<file path="src/rtl/dma_blk_pkg.sv">
package dma_blk_pkg;
  localparam int RW = 16;

  localparam logic [2:0] REG_CTL  = 3'd0;
  localparam logic [2:0] REG_STA  = 3'd1;
  localparam logic [2:0] REG_STB  = 3'd2;
  localparam logic [2:0] REG_CNT  = 3'd3;
  localparam logic [2:0] REG_PAD  = 3'd4;
  localparam logic [2:0] REG_SEL  = 3'd5;
  localparam logic [2:0] REG_STAT = 3'd6;
  localparam logic [2:0] REG_TRIG = 3'd7;

  localparam logic [1:0] AM_INC  = 2'd0;
  localparam logic [1:0] AM_FIX  = 2'd1;
  localparam logic [1:0] AM_PIND = 2'd2;

  localparam logic [1:0] BM_ONE  = 2'd0;
  localparam logic [1:0] BM_REP  = 2'd1;

  typedef enum logic [1:0] {ST_IDLE, ST_RD, ST_WR} xfer_st_e;
endpackage

</file>
<file path="src/rtl/dma_arb.sv">
module dma_arb #(
  parameter int N = 8
) (
  input  logic         clk_i,
  input  logic         rst_ni,
  input  logic [N-1:0] req_i,
  input  logic         en_i,
  output logic [N-1:0] gnt_o
);
  // lowest index wins
  assign gnt_o = en_i ? (req_i & (~req_i + N'(1))) : '0;

  AST_GNT_ONEHOT: assert property (@(posedge clk_i) disable iff (!rst_ni)
    $onehot0(gnt_o));
  AST_GNT_IN_REQ: assert property (@(posedge clk_i) disable iff (!rst_ni)
    ((gnt_o & ~req_i) == '0));
  AST_GNT_WHEN_REQ: assert property (@(posedge clk_i) disable iff (!rst_ni)
    (en_i && req_i != '0) |-> (gnt_o != '0));
endmodule

</file>
<file path="src/rtl/dma_chan.sv">
module dma_chan
  import dma_blk_pkg::*;
#(
  parameter int AW   = 12,
  parameter int PAW  = 8,
  parameter int CW   = 10,
  parameter int NSRC = 16,
  localparam int SW  = $clog2(NSRC)
) (
  input  logic            clk_i,
  input  logic            rst_ni,
  input  logic            wr_i,
  input  logic [2:0]      reg_i,
  input  logic [RW-1:0]   wdata_i,
  input  logic [NSRC-1:0] src_i,
  input  logic            start_i,
  input  logic            done_i,
  output logic            pend_o,
  output logic            dir_o,
  output logic            byte_o,
  output logic            pind_o,
  output logic [AW-1:0]   ram_addr_o,
  output logic [PAW-1:0]  per_addr_o,
  output logic [RW-1:0]   rdata_o,
  output logic            irq_o
);
  logic            en_q, dir_q, byt_q, half_q, coll_q, pp_q, pend_q, irq_q;
  logic [1:0]      am_q, bm_q;
  logic [AW-1:0]   sta_q, stb_q, off_q;
  logic [CW-1:0]   cnt_q, idx_q;
  logic [PAW-1:0]  pad_q;
  logic [SW-1:0]   sel_q;
  logic            ctl_wr, req, last;
  logic [CW:0]     half_pt;
  logic [AW-1:0]   step;

  assign ctl_wr  = wr_i && reg_i == REG_CTL;
  assign req     = en_q && (src_i[sel_q] || (wr_i && reg_i == REG_TRIG));
  assign last    = idx_q == cnt_q;
  assign half_pt = ({1'b0, cnt_q} + 1'b1) >> 1;
  assign step    = byt_q ? AW'(1) : AW'(2);

  always_ff @(posedge clk_i or negedge rst_ni) begin
    if (!rst_ni) begin
      en_q <= 1'b0; dir_q <= 1'b0; byt_q <= 1'b0; half_q <= 1'b0;
      coll_q <= 1'b0; pp_q <= 1'b0; pend_q <= 1'b0; irq_q <= 1'b0;
      am_q <= '0; bm_q <= '0; sta_q <= '0; stb_q <= '0; off_q <= '0;
      cnt_q <= '0; idx_q <= '0; pad_q <= '0; sel_q <= '0;
    end else begin
      irq_q <= 1'b0;
      if (done_i && !ctl_wr) begin
        if (half_q && ({1'b0, idx_q} + 1'b1) == half_pt) irq_q <= 1'b1;
        if (last) begin
          idx_q <= '0;
          off_q <= '0;
          if (!half_q) irq_q <= 1'b1;
          if (bm_q == BM_ONE) en_q <= 1'b0;
          if (bm_q[1]) pp_q <= ~pp_q;
        end else begin
          idx_q <= idx_q + 1'b1;
          if (am_q == AM_INC) off_q <= off_q + step;
        end
      end
      if (wr_i) begin
        case (reg_i)
          REG_CTL: begin
            en_q <= wdata_i[0]; dir_q <= wdata_i[1]; byt_q <= wdata_i[2];
            am_q <= wdata_i[4:3]; bm_q <= wdata_i[6:5]; half_q <= wdata_i[7];
            idx_q <= '0; off_q <= '0; pp_q <= 1'b0;
          end
          REG_STA:  sta_q <= wdata_i[AW-1:0];
          REG_STB:  stb_q <= wdata_i[AW-1:0];
          REG_CNT:  cnt_q <= wdata_i[CW-1:0];
          REG_PAD:  pad_q <= wdata_i[PAW-1:0];
          REG_SEL:  sel_q <= wdata_i[SW-1:0];
          REG_STAT: if (wdata_i[0]) coll_q <= 1'b0;
          default: ;
        endcase
      end
      if (req && pend_q && !start_i) coll_q <= 1'b1;
      if (req) pend_q <= 1'b1;
      else if (start_i) pend_q <= 1'b0;
      if (ctl_wr && !wdata_i[0]) pend_q <= 1'b0;
    end
  end

  assign pend_o     = pend_q;
  assign dir_o      = dir_q;
  assign byte_o     = byt_q;
  assign pind_o     = am_q == AM_PIND;
  assign ram_addr_o = (pp_q ? stb_q : sta_q) + off_q;
  assign per_addr_o = pad_q;
  assign irq_o      = irq_q;

  always_comb begin
    case (reg_i)
      REG_CTL:  rdata_o = {8'd0, half_q, bm_q, am_q, byt_q, dir_q, en_q};
      REG_STA:  rdata_o = RW'(sta_q);
      REG_STB:  rdata_o = RW'(stb_q);
      REG_CNT:  rdata_o = RW'(cnt_q);
      REG_PAD:  rdata_o = RW'(pad_q);
      REG_SEL:  rdata_o = RW'(sel_q);
      REG_STAT: rdata_o = {14'd0, pp_q, coll_q};
      default:  rdata_o = '0;
    endcase
  end

  AST_START_PEND: assert property (@(posedge clk_i) disable iff (!rst_ni)
    start_i |-> pend_q);
  AST_ONESHOT_OFF: assert property (@(posedge clk_i) disable iff (!rst_ni)
    (done_i && last && bm_q == BM_ONE && !ctl_wr) |=> !en_q);
  AST_HALF_NO_END: assert property (@(posedge clk_i) disable iff (!rst_ni)
    (done_i && last && half_q && !ctl_wr) |=> !irq_q);
  AST_COLLIDE: assert property (@(posedge clk_i) disable iff (!rst_ni)
    (req && pend_q && !start_i) |=> coll_q);
endmodule

</file>
<file path="src/rtl/dma_xfer.sv">
module dma_xfer
  import dma_blk_pkg::*;
#(
  parameter int N   = 8,
  parameter int AW  = 12,
  parameter int PAW = 8,
  localparam int CHW = $clog2(N)
) (
  input  logic                    clk_i,
  input  logic                    rst_ni,
  input  logic [N-1:0]            gnt_i,
  input  logic [N-1:0]            dir_i,
  input  logic [N-1:0]            byte_i,
  input  logic [N-1:0]            pind_i,
  input  logic [N-1:0][AW-1:0]    ram_addr_i,
  input  logic [N-1:0][PAW-1:0]   per_addr_i,
  input  logic [AW-1:0]           bufaddr_i,
  output logic                    idle_o,
  output logic [N-1:0]            start_o,
  output logic [N-1:0]            done_o,
  output logic [AW-1:0]           ram_addr_o,
  output logic [1:0]              ram_be_o,
  output logic                    ram_re_o,
  output logic                    ram_we_o,
  output logic [RW-1:0]           ram_wdata_o,
  input  logic [RW-1:0]           ram_rdata_i,
  output logic [PAW-1:0]          per_addr_o,
  output logic                    per_re_o,
  output logic                    per_we_o,
  output logic [RW-1:0]           per_wdata_o,
  input  logic [RW-1:0]           per_rdata_i
);
  xfer_st_e       st_q;
  logic [CHW-1:0] gidx, ch_q;
  logic           dir_q, byt_q;
  logic [AW-1:0]  ram_q;
  logic [PAW-1:0] per_q;
  logic [7:0]     lane;

  always_comb begin
    gidx = '0;
    for (int i = N - 1; i >= 0; i--) if (gnt_i[i]) gidx = CHW'(i);
  end

  always_ff @(posedge clk_i or negedge rst_ni) begin
    if (!rst_ni) begin
      st_q <= ST_IDLE; ch_q <= '0; dir_q <= 1'b0; byt_q <= 1'b0;
      ram_q <= '0; per_q <= '0;
    end else begin
      case (st_q)
        ST_IDLE: if (gnt_i != '0) begin
          st_q  <= ST_RD;
          ch_q  <= gidx;
          dir_q <= dir_i[gidx];
          byt_q <= byte_i[gidx];
          ram_q <= pind_i[gidx] ? bufaddr_i : ram_addr_i[gidx];
          per_q <= per_addr_i[gidx];
        end
        ST_RD:   st_q <= ST_WR;
        default: st_q <= ST_IDLE;
      endcase
    end
  end

  assign idle_o  = st_q == ST_IDLE;
  assign start_o = idle_o ? gnt_i : '0;
  assign done_o  = (st_q == ST_WR) ? (N'(1) << ch_q) : '0;

  assign ram_addr_o  = ram_q;
  assign per_addr_o  = per_q;
  assign ram_re_o    = st_q == ST_RD && dir_q;
  assign per_re_o    = st_q == ST_RD && !dir_q;
  assign ram_we_o    = st_q == ST_WR && !dir_q;
  assign per_we_o    = st_q == ST_WR && dir_q;
  assign ram_be_o    = !byt_q ? 2'b11 : (ram_q[0] ? 2'b10 : 2'b01);
  assign ram_wdata_o = byt_q ? {2{per_rdata_i[7:0]}} : per_rdata_i;
  assign lane        = ram_q[0] ? ram_rdata_i[15:8] : ram_rdata_i[7:0];
  assign per_wdata_o = byt_q ? {8'd0, lane} : ram_rdata_i;

  AST_ONE_STROBE: assert property (@(posedge clk_i) disable iff (!rst_ni)
    $countones({ram_re_o, ram_we_o, per_re_o, per_we_o}) <= 1);
  AST_WR_AFTER_RD: assert property (@(posedge clk_i) disable iff (!rst_ni)
    (ram_we_o || per_we_o) |-> $past(ram_re_o || per_re_o));
  AST_DONE_ONEHOT: assert property (@(posedge clk_i) disable iff (!rst_ni)
    $onehot0(done_o));
endmodule

</file>
<file path="src/rtl/dma_blk.sv">
module dma_blk
  import dma_blk_pkg::*;
#(
  parameter int N_CH = 8,
  parameter int AW   = 12,
  parameter int PAW  = 8,
  parameter int CW   = 10,
  parameter int NSRC = 16,
  localparam int CHW = $clog2(N_CH),
  localparam int RAW = CHW + 3
) (
  input  logic            clk_i,
  input  logic            rst_ni,
  input  logic            reg_we_i,
  input  logic [RAW-1:0]  reg_addr_i,
  input  logic [RW-1:0]   reg_wdata_i,
  output logic [RW-1:0]   reg_rdata_o,
  input  logic [NSRC-1:0] req_src_i,
  output logic [N_CH-1:0] irq_o,
  output logic [AW-1:0]   ram_addr_o,
  output logic [1:0]      ram_be_o,
  output logic            ram_re_o,
  output logic            ram_we_o,
  output logic [RW-1:0]   ram_wdata_o,
  input  logic [RW-1:0]   ram_rdata_i,
  output logic [PAW-1:0]  per_addr_o,
  output logic            per_re_o,
  output logic            per_we_o,
  output logic [RW-1:0]   per_wdata_o,
  input  logic [RW-1:0]   per_rdata_i,
  input  logic [AW-1:0]   per_bufaddr_i
);
  logic [N_CH-1:0]           pend, dir, byt, pind, gnt, start, done;
  logic [N_CH-1:0][AW-1:0]   ch_ram;
  logic [N_CH-1:0][PAW-1:0]  ch_per;
  logic [N_CH-1:0][RW-1:0]   ch_rdata;
  logic                      idle;

  for (genvar g = 0; g < N_CH; g++) begin : g_ch
    dma_chan #(.AW(AW), .PAW(PAW), .CW(CW), .NSRC(NSRC)) u_chan (
      .clk_i, .rst_ni,
      .wr_i      (reg_we_i && reg_addr_i[RAW-1:3] == CHW'(g)),
      .reg_i     (reg_addr_i[2:0]),
      .wdata_i   (reg_wdata_i),
      .src_i     (req_src_i),
      .start_i   (start[g]),
      .done_i    (done[g]),
      .pend_o    (pend[g]),
      .dir_o     (dir[g]),
      .byte_o    (byt[g]),
      .pind_o    (pind[g]),
      .ram_addr_o(ch_ram[g]),
      .per_addr_o(ch_per[g]),
      .rdata_o   (ch_rdata[g]),
      .irq_o     (irq_o[g])
    );
  end

  assign reg_rdata_o = ch_rdata[reg_addr_i[RAW-1:3]];

  dma_arb #(.N(N_CH)) u_arb (
    .clk_i, .rst_ni, .req_i(pend), .en_i(idle), .gnt_o(gnt)
  );

  dma_xfer #(.N(N_CH), .AW(AW), .PAW(PAW)) u_xfer (
    .clk_i, .rst_ni,
    .gnt_i(gnt), .dir_i(dir), .byte_i(byt), .pind_i(pind),
    .ram_addr_i(ch_ram), .per_addr_i(ch_per), .bufaddr_i(per_bufaddr_i),
    .idle_o(idle), .start_o(start), .done_o(done),
    .ram_addr_o, .ram_be_o, .ram_re_o, .ram_we_o, .ram_wdata_o, .ram_rdata_i,
    .per_addr_o, .per_re_o, .per_we_o, .per_wdata_o, .per_rdata_i
  );

  AST_IRQ_AFTER_DONE: assert property (@(posedge clk_i) disable iff (!rst_ni)
    (irq_o != '0) |-> ($past(done) == irq_o));
endmodule

</file>
<file path="config.mk">
export PLATFORM = sky130hd
export DESIGN_NAME = dma_blk
export DESIGN_NICKNAME = d
export VERILOG_FILES = /design/src/rtl/dma_blk_pkg.sv /design/src/rtl/dma_arb.sv /design/src/rtl/dma_chan.sv /design/src/rtl/dma_xfer.sv /design/src/rtl/dma_blk.sv
export SDC_FILE = /design/constraint.sdc
export NUM_CORES = 2
export LEC_CHECK = 0
export BUFFER_PORTS_ARGS = -buffer_cell sky130_fd_sc_hd__buf_2
export CAP_MARGIN = 15
export CORE_MARGIN = 2
export CORE_UTILIZATION = 65
export CTS_BUF_LIST = sky130_fd_sc_hd__clkbuf_4
export CTS_CLUSTER_DIAMETER = 200
export CTS_CLUSTER_SIZE = 28
export DETAILED_ROUTE_END_ITERATION = 7
export PLACE_DENSITY_LB_ADDON = 0.1
export SYNTH_ARGS = -nofsm -noshare
export SYNTH_HDL_FRONTEND = slang
export SYNTH_SLANG_ARGS = --single-unit
</file>
<file path="constraint.sdc">
create_clock -name clk_i -period 3.65 [get_ports clk_i]
set_clock_uncertainty 0.1 [all_clocks]
set_input_delay 0.5475 -clock clk_i [delete_from_list [all_inputs] [get_ports clk_i]]
set_output_delay 0.5475 -clock clk_i [all_outputs]
set_load 0.02 [all_outputs]
</file>
---- Word level (Yosys, flattened, before mapping) ----
Cells that the tools add are included.
storage, ports and cells
  bits in registers ....................... 667
  input bits .............................. 85
cells by class
  reduce and logical (&&, ||, !) cells .... 211
  shifts and indexed selects .............. 1
  eq/ne operators ......................... 41
  order comparisons ....................... 10
  bitwise logic cells ..................... 10
  mux-type cells .......................... 297
  add/sub/neg operators ................... 41
operator list
  cell                   count
  $pmux 12 s7            8
  $mux 12                50
  $mux 10                32
  $add 12x12->12         16
  $add 10x1->11 const B  16
  $mux 1                 165
  $reduce_and 2->1       49
  $eq 11x10->1           8
  $add 10x1->10 const B  8
  $eq 10x10->1           8
  $logic_and 1x1->1      76
  $bmux 16 s3            1
  $mux 16                3
  $reduce_bool 2->1      24
  $lt 4x5->1 const B     8
  $mux 8                 5
  $bmux 12 s3            1
  $logic_not 2->1        17
  $bmux 1 s4             8
  $bmux 8 s3             1
  $eq 3x3->1 const B     8
  $mux 3                 8
  $reduce_and 3->1       8
  $reduce_bool 3->1      8
  18 further kinds       75

---- Depth between registers and ports, before layout ----
  word-level depth ........................ 15
  mapped depth ............................ 12

---- Modules after synthesis ----
From an unflattened synthesis, not the netlist that was laid out.
second synthesis, totals
  cells, all modules ...................... 4564
  area, all modules ....................... 45538.7 um^2
by module, submodules not included
  module                         instances  area an instance (um^2)  sequential area each (um^2)  cells each
  dma_chan (g_ch[0].u_chan ...)  5          5147.4                   2001.9                       496
  dma_chan (g_ch[7].u_chan)      1          5203.7                   2001.9                       509
  dma_chan (g_ch[1].u_chan)      1          5144.9                   2001.9                       496
  dma_chan (g_ch[6].u_chan)      1          5109.9                   2001.9                       507
  dma_xfer                       1          3119.2                   675.6                        433
  dma_blk                        1          1126.1                   0.0                          124
  dma_arb                        1          97.6                     0.0                          15

---- Worst setup path before layout ----
OpenSTA, ideal clock, no wires.
  path kind ............................... register to register
  start point ............................. register g_ch[3].u_chan.pp_q
  end point ............................... register u_xfer.ram_q[9] (netlist: u_xfer.ram_addr_o[9])
  stages on the path, launching flop included .. 13
  clock period less this slack ............ 3249 ps
  data arrival time ....................... 3021 ps
  path slack .............................. 401 ps
  cells stage by stage .................... dfrtp_1 -> clkbuf_1 -> mux2_2 -> ha_1 -> and3_1 -> a2111oi_2 -> a21oi_1 -> a31oi_1 -> xnor2_1 -> o31ai_1 -> a31oi_1 -> a21oi_1 -> o21ai_0
between the ends
  longest elaborated chain between the ends .. 5
RTL lines
  what                           line            text
  start: declaration             dma_chan.sv:27  logic en_q, dir_q, byt_q, half_q, coll_q, pp_q, pend_q, irq_q;
  start signal: assignment       dma_chan.sv:58  if (bm_q[1]) pp_q <= ~pp_q;
  $mux 12                        dma_chan.sv:91  assign ram_addr_o = (pp_q ? stb_q : sta_q) + off_q;
  $add 12x12->12                 dma_chan.sv:91
  $bmux 12 s3                    dma_xfer.sv:56  ram_q <= pind_i[gidx] ? bufaddr_i : ram_addr_i[gidx];
  $mux 12 (not written as such)  dma_xfer.sv:56
  $mux 12                        dma_xfer.sv:56
  end signal: assignment         dma_xfer.sv:56
  end: declaration               dma_xfer.sv:36  logic [AW-1:0] ram_q;
No other way between the ends. The select of a mux whose other input is x is not followed.
A chain may end at the register's enable or synchronous reset.

---- Final worst setup path ----
  start point ............................. register g_ch[5].u_chan.half_q
  end point ............................... output port reg_rdata_o[7]
between the ends
  longest elaborated chain between the ends .. 3
RTL lines
  what                           line            text
  start: declaration             dma_chan.sv:27
  start signal: assignment       dma_chan.sv:68  am_q <= wdata_i[4:3]; bm_q <= wdata_i[6:5]; half_q <= wdata_i[7];
  $pmux 12 s7                    dma_chan.sv:96  case (reg_i)
  $bmux 16 s3                    dma_blk.sv:59   assign reg_rdata_o = ch_rdata[reg_addr_i[RAW-1:3]];
  $mux 16 (not written as such)  dma_blk.sv:59
  end: declaration               dma_blk.sv:17   output logic [RW-1:0] reg_rdata_o,
No other way between the ends. The select of a mux whose other input is x is not followed.

==> results.ini <==
[cts]
clockBufferDepth = 3
clock_latency_ns = 1.03
clockRootBuffer = clkbuf_4
cts_sinks = 667
cts_tree = built
htree_levels = 1
path_clk_slew_ns = 0.34
cts_made_buffers = 27

[synth]
synth-xor-area-share_pct = 8.75
synthCells = 4175
synth_fa_ha_area_share_pct = 4.26
avgSynthCellArea_sq_um = 10.2
synthFlopType = dfrtp_1
synth.top_cell.area_share_pct = 39.1
synth_mux_area_share_pct = 19.8
synth_edf_count = 0
synth_area_leaders = dfrtp_1 (39%), mux2_2 (14%), xnor2_1 (5.4%)
yosys.area_share.simple_pct = 14.1
synth-compound-area-share_pct = 10.9
yosysWarnings = 0
synth-seq-area-share_pct = 39.1
synth_largest_area_cell = dfrtp_1
synth_area_sq_um = 42700
synth-seq-cells = 667
synth_top_family_by_area = multiplexers
synthArstFlopShare_pct = 100
ys_types = 82

[route]
drt_pre_antenna_iters = 6
dr_total_vias = 36003
drc = 0
wl_met2_mm = 58.3
avgViaCountPerCell = 6.91
wl_met1_mm = 56.9
wl_mm = 142
route.top_layer_used = met5
dr_wl_met3_mm = 18.9
ant_nets = 0
wl_per_cell_um = 27.2
dr.first_iter.drc_count = 4720

[placed_design]
hpwl_mm = 105
io_buffers = 158
gp_congestion = 1.06
placed_area_sq_um = 45200

[timing]
period_share_pct = 104
layout_min_cycle_time_ns = 3.78
hold_viol_final = 0
rsz0062_at_grt = yes
max_freq_ghz = 0.264
maxSlewHeadroom_pct = 18.1
tightest_slew_ns = 1.23
tns_ns = -0.642
setup_slack_ns = -0.132
final-setup-viol-count = 7
maxSlewViolCount = 0

[grt]
overflow = 0
grt_pass1_wl_mm = 212
grt.total_usage_pct = 41.6
antenna_found_initial = 7
grt_pass1_vias = 33645
grt_max_degree = 86

[setup_path]
critPathArrivalTime_ns = 3.13
required_ns = 3.00
critPathCaptureType = output port
start_kind = register
cp_max_fo = 4
crit_type = register to output port

[floorplanning]
die_width_um = 260
core_region_area_sq_um = 64700
ios = 167
die_area_sq_um = 67800
die_y_um = 260
std_cell_rows = 93
start_util_pct = 66.0

[layout]
finalInstanceArea_sq_um = 46400
final_util_pct = 71.8
syn_to_final_growth_pct = 8.69
drive_gt1_share_pct = 27.8
nNetsFinal = 4567

[pwr]
ir_drop_v = 0.000481
p_leak_nw = 20.5
power.total_mw = 24.5
powerDensity_nw_per_um2 = 527

[hold_path]
min-delay-path-class = input pin to register

[run]
cap_violations = 0

[outcome]
violations = negative setup slack
status = complete, but fails checks

[path summary, 6_finish.rpt]
check	start	to	slack [ns]	cells past startpoint
max in group asynchronous	rst_ni	g_ch[6].u_chan.stb_q[11]$_DFFE_PN0P_	2.45	3
worst max-delay path	g_ch[5].u_chan.half_q$_DFFE_PN0P_	reg_rdata_o[7]	-0.13	5
worst min register to register	u_xfer.per_addr_o[7]$_DFFE_PN0P_	u_xfer.per_addr_o[7]$_DFFE_PN0P_	0.41	2
worst max register to register	u_xfer.st_q[0]$_DFFE_PN0P_	u_xfer.ram_addr_o[0]$_DFFE_PN0P_	0.07	10
worst min-delay path	reg_we_i	g_ch[2].u_chan.coll_q$_DFFE_PN0P_	0.03	4
min in group asynchronous	rst_ni	g_ch[4].u_chan.idx_q[7]$_DFF_PN0_	0.05	2
[kinds of logic (layout without fill, tap and decap cells)]
family	Yosys count	after routing
AND/OR/NAND/NOR	1229	1230
AO/OA/AOI/OAI	742	742
flip-flops	667	667
multiplexers	666	666
XOR/XNOR	427	427
buffers and inverters	307	473
adder cells (fa/ha/maj)	136	136
other	1	11
[cells in the final DEF, fill, tap and decap left out, types with 35 or more instances in the layout]
cell and count:
a211oi_1 35, a21oi_1 202, a22oi_1 90, and3_1 94, buf_2 149, buf_4 213, dfrtp_1 619, dfrtp_2 48
ha_1 120, mux2_2 515, mux2i_1 58, mux4_2 91, nand2_1 301, nand3_1 149, nand4_1 53, nor2_1 362
nor3_1 62, o21ai_0 191, xnor2_1 263, xor2_1 164
[synth_stat cells, drive strengths merged, types with 72 or more instances]
library cell and count:
dfrtp 667, mux2 516, nor2 373, nand2 302
xnor2 263, a21oi 209, clkbuf 203, o21ai 195
xor2 164, nand3 149, ha 120, a22oi 102
and3 94, mux4 91, buf 72
[critical path, cell delays in order, from the launching register on]
cell      delay, ns
dfrtp_1        0.50
mux4_2         0.53
a221oi_1       0.32
a21oi_1        0.09
mux4_2         0.55
buf_6          0.17
[layer usage]
layer	global-route usage (%)	vias up
li1	-	15438
met1	58.8	17890
met2	58.9	2240
met3	14.2	427
met4	16.9	8
met5	0	-
[what timing repair did]
item,in CTS,in global routing
gates cloned,1,0
resized for setup,69,50
setup endpoints to repair,9,15
pin swaps,7,5
hold endpoints to repair,273,0
hold buffers,17,0
setup buffers,40,13
[sequential cells by signal, summed over array words and instances, names as in the netlist, 2 cells and up]
register / count
g_ch.u_chan.dir_o: 8
g_ch.u_chan.idx_q: 80
g_ch.u_chan.cnt_q: 80
u_xfer.ch_q: 3
g_ch.u_chan.pp_q: 8
g_ch.u_chan.en_q: 8
g_ch.u_chan.half_q: 8
g_ch.u_chan.bm_q: 16
u_xfer.st_q: 2
g_ch.u_chan.stb_q: 96
g_ch.u_chan.pend_o: 8
g_ch.u_chan.irq_o: 8
u_xfer.ram_addr_o: 12
g_ch.u_chan.am_q: 16
g_ch.u_chan.per_addr_o: 64
g_ch.u_chan.sel_q: 32
u_xfer.per_addr_o: 8
g_ch.u_chan.byte_o: 8
g_ch.u_chan.sta_q: 96
g_ch.u_chan.coll_q: 8
g_ch.u_chan.off_q: 96
[where the power goes]
part | leakage (nW) | internal [mW] | switching [mW]
Combinational | 11.7 | 4.79 | 6.34
Clock | 0.124 | 0.340 | 2.28
Sequential | 8.67 | 8.73 | 2.00
[metrics by stage]
step | hold slack [ns] | worst slack [ns] | cells
floorplan | 0.152 | 0.401 | 4178
CTS | 0.00743 | -0.0918 | 5187
detailed placement | 0.352 | -0.0476 | 5101
global route | 0.0657 | -0.164 | 5201
finish | 0.0326 | -0.132 | 5207
global placement | 0.349 | -0.0193 | 5101
[final cells by class]
cell class / instances / area (sq um)
diodes: 7 / 17.5
repair buffers: 413 / 3120
flip-flops and latches: 667 / 16800
multi-input cells: 3205 / 25100
inverters: 32 / 124
well taps: 855 / 1070
clock inverters: 1 / 7.51
fillers: 4912 / 18300
clock buffers: 27 / 203
No activity file was read; power rests on OpenSTA's default activity.
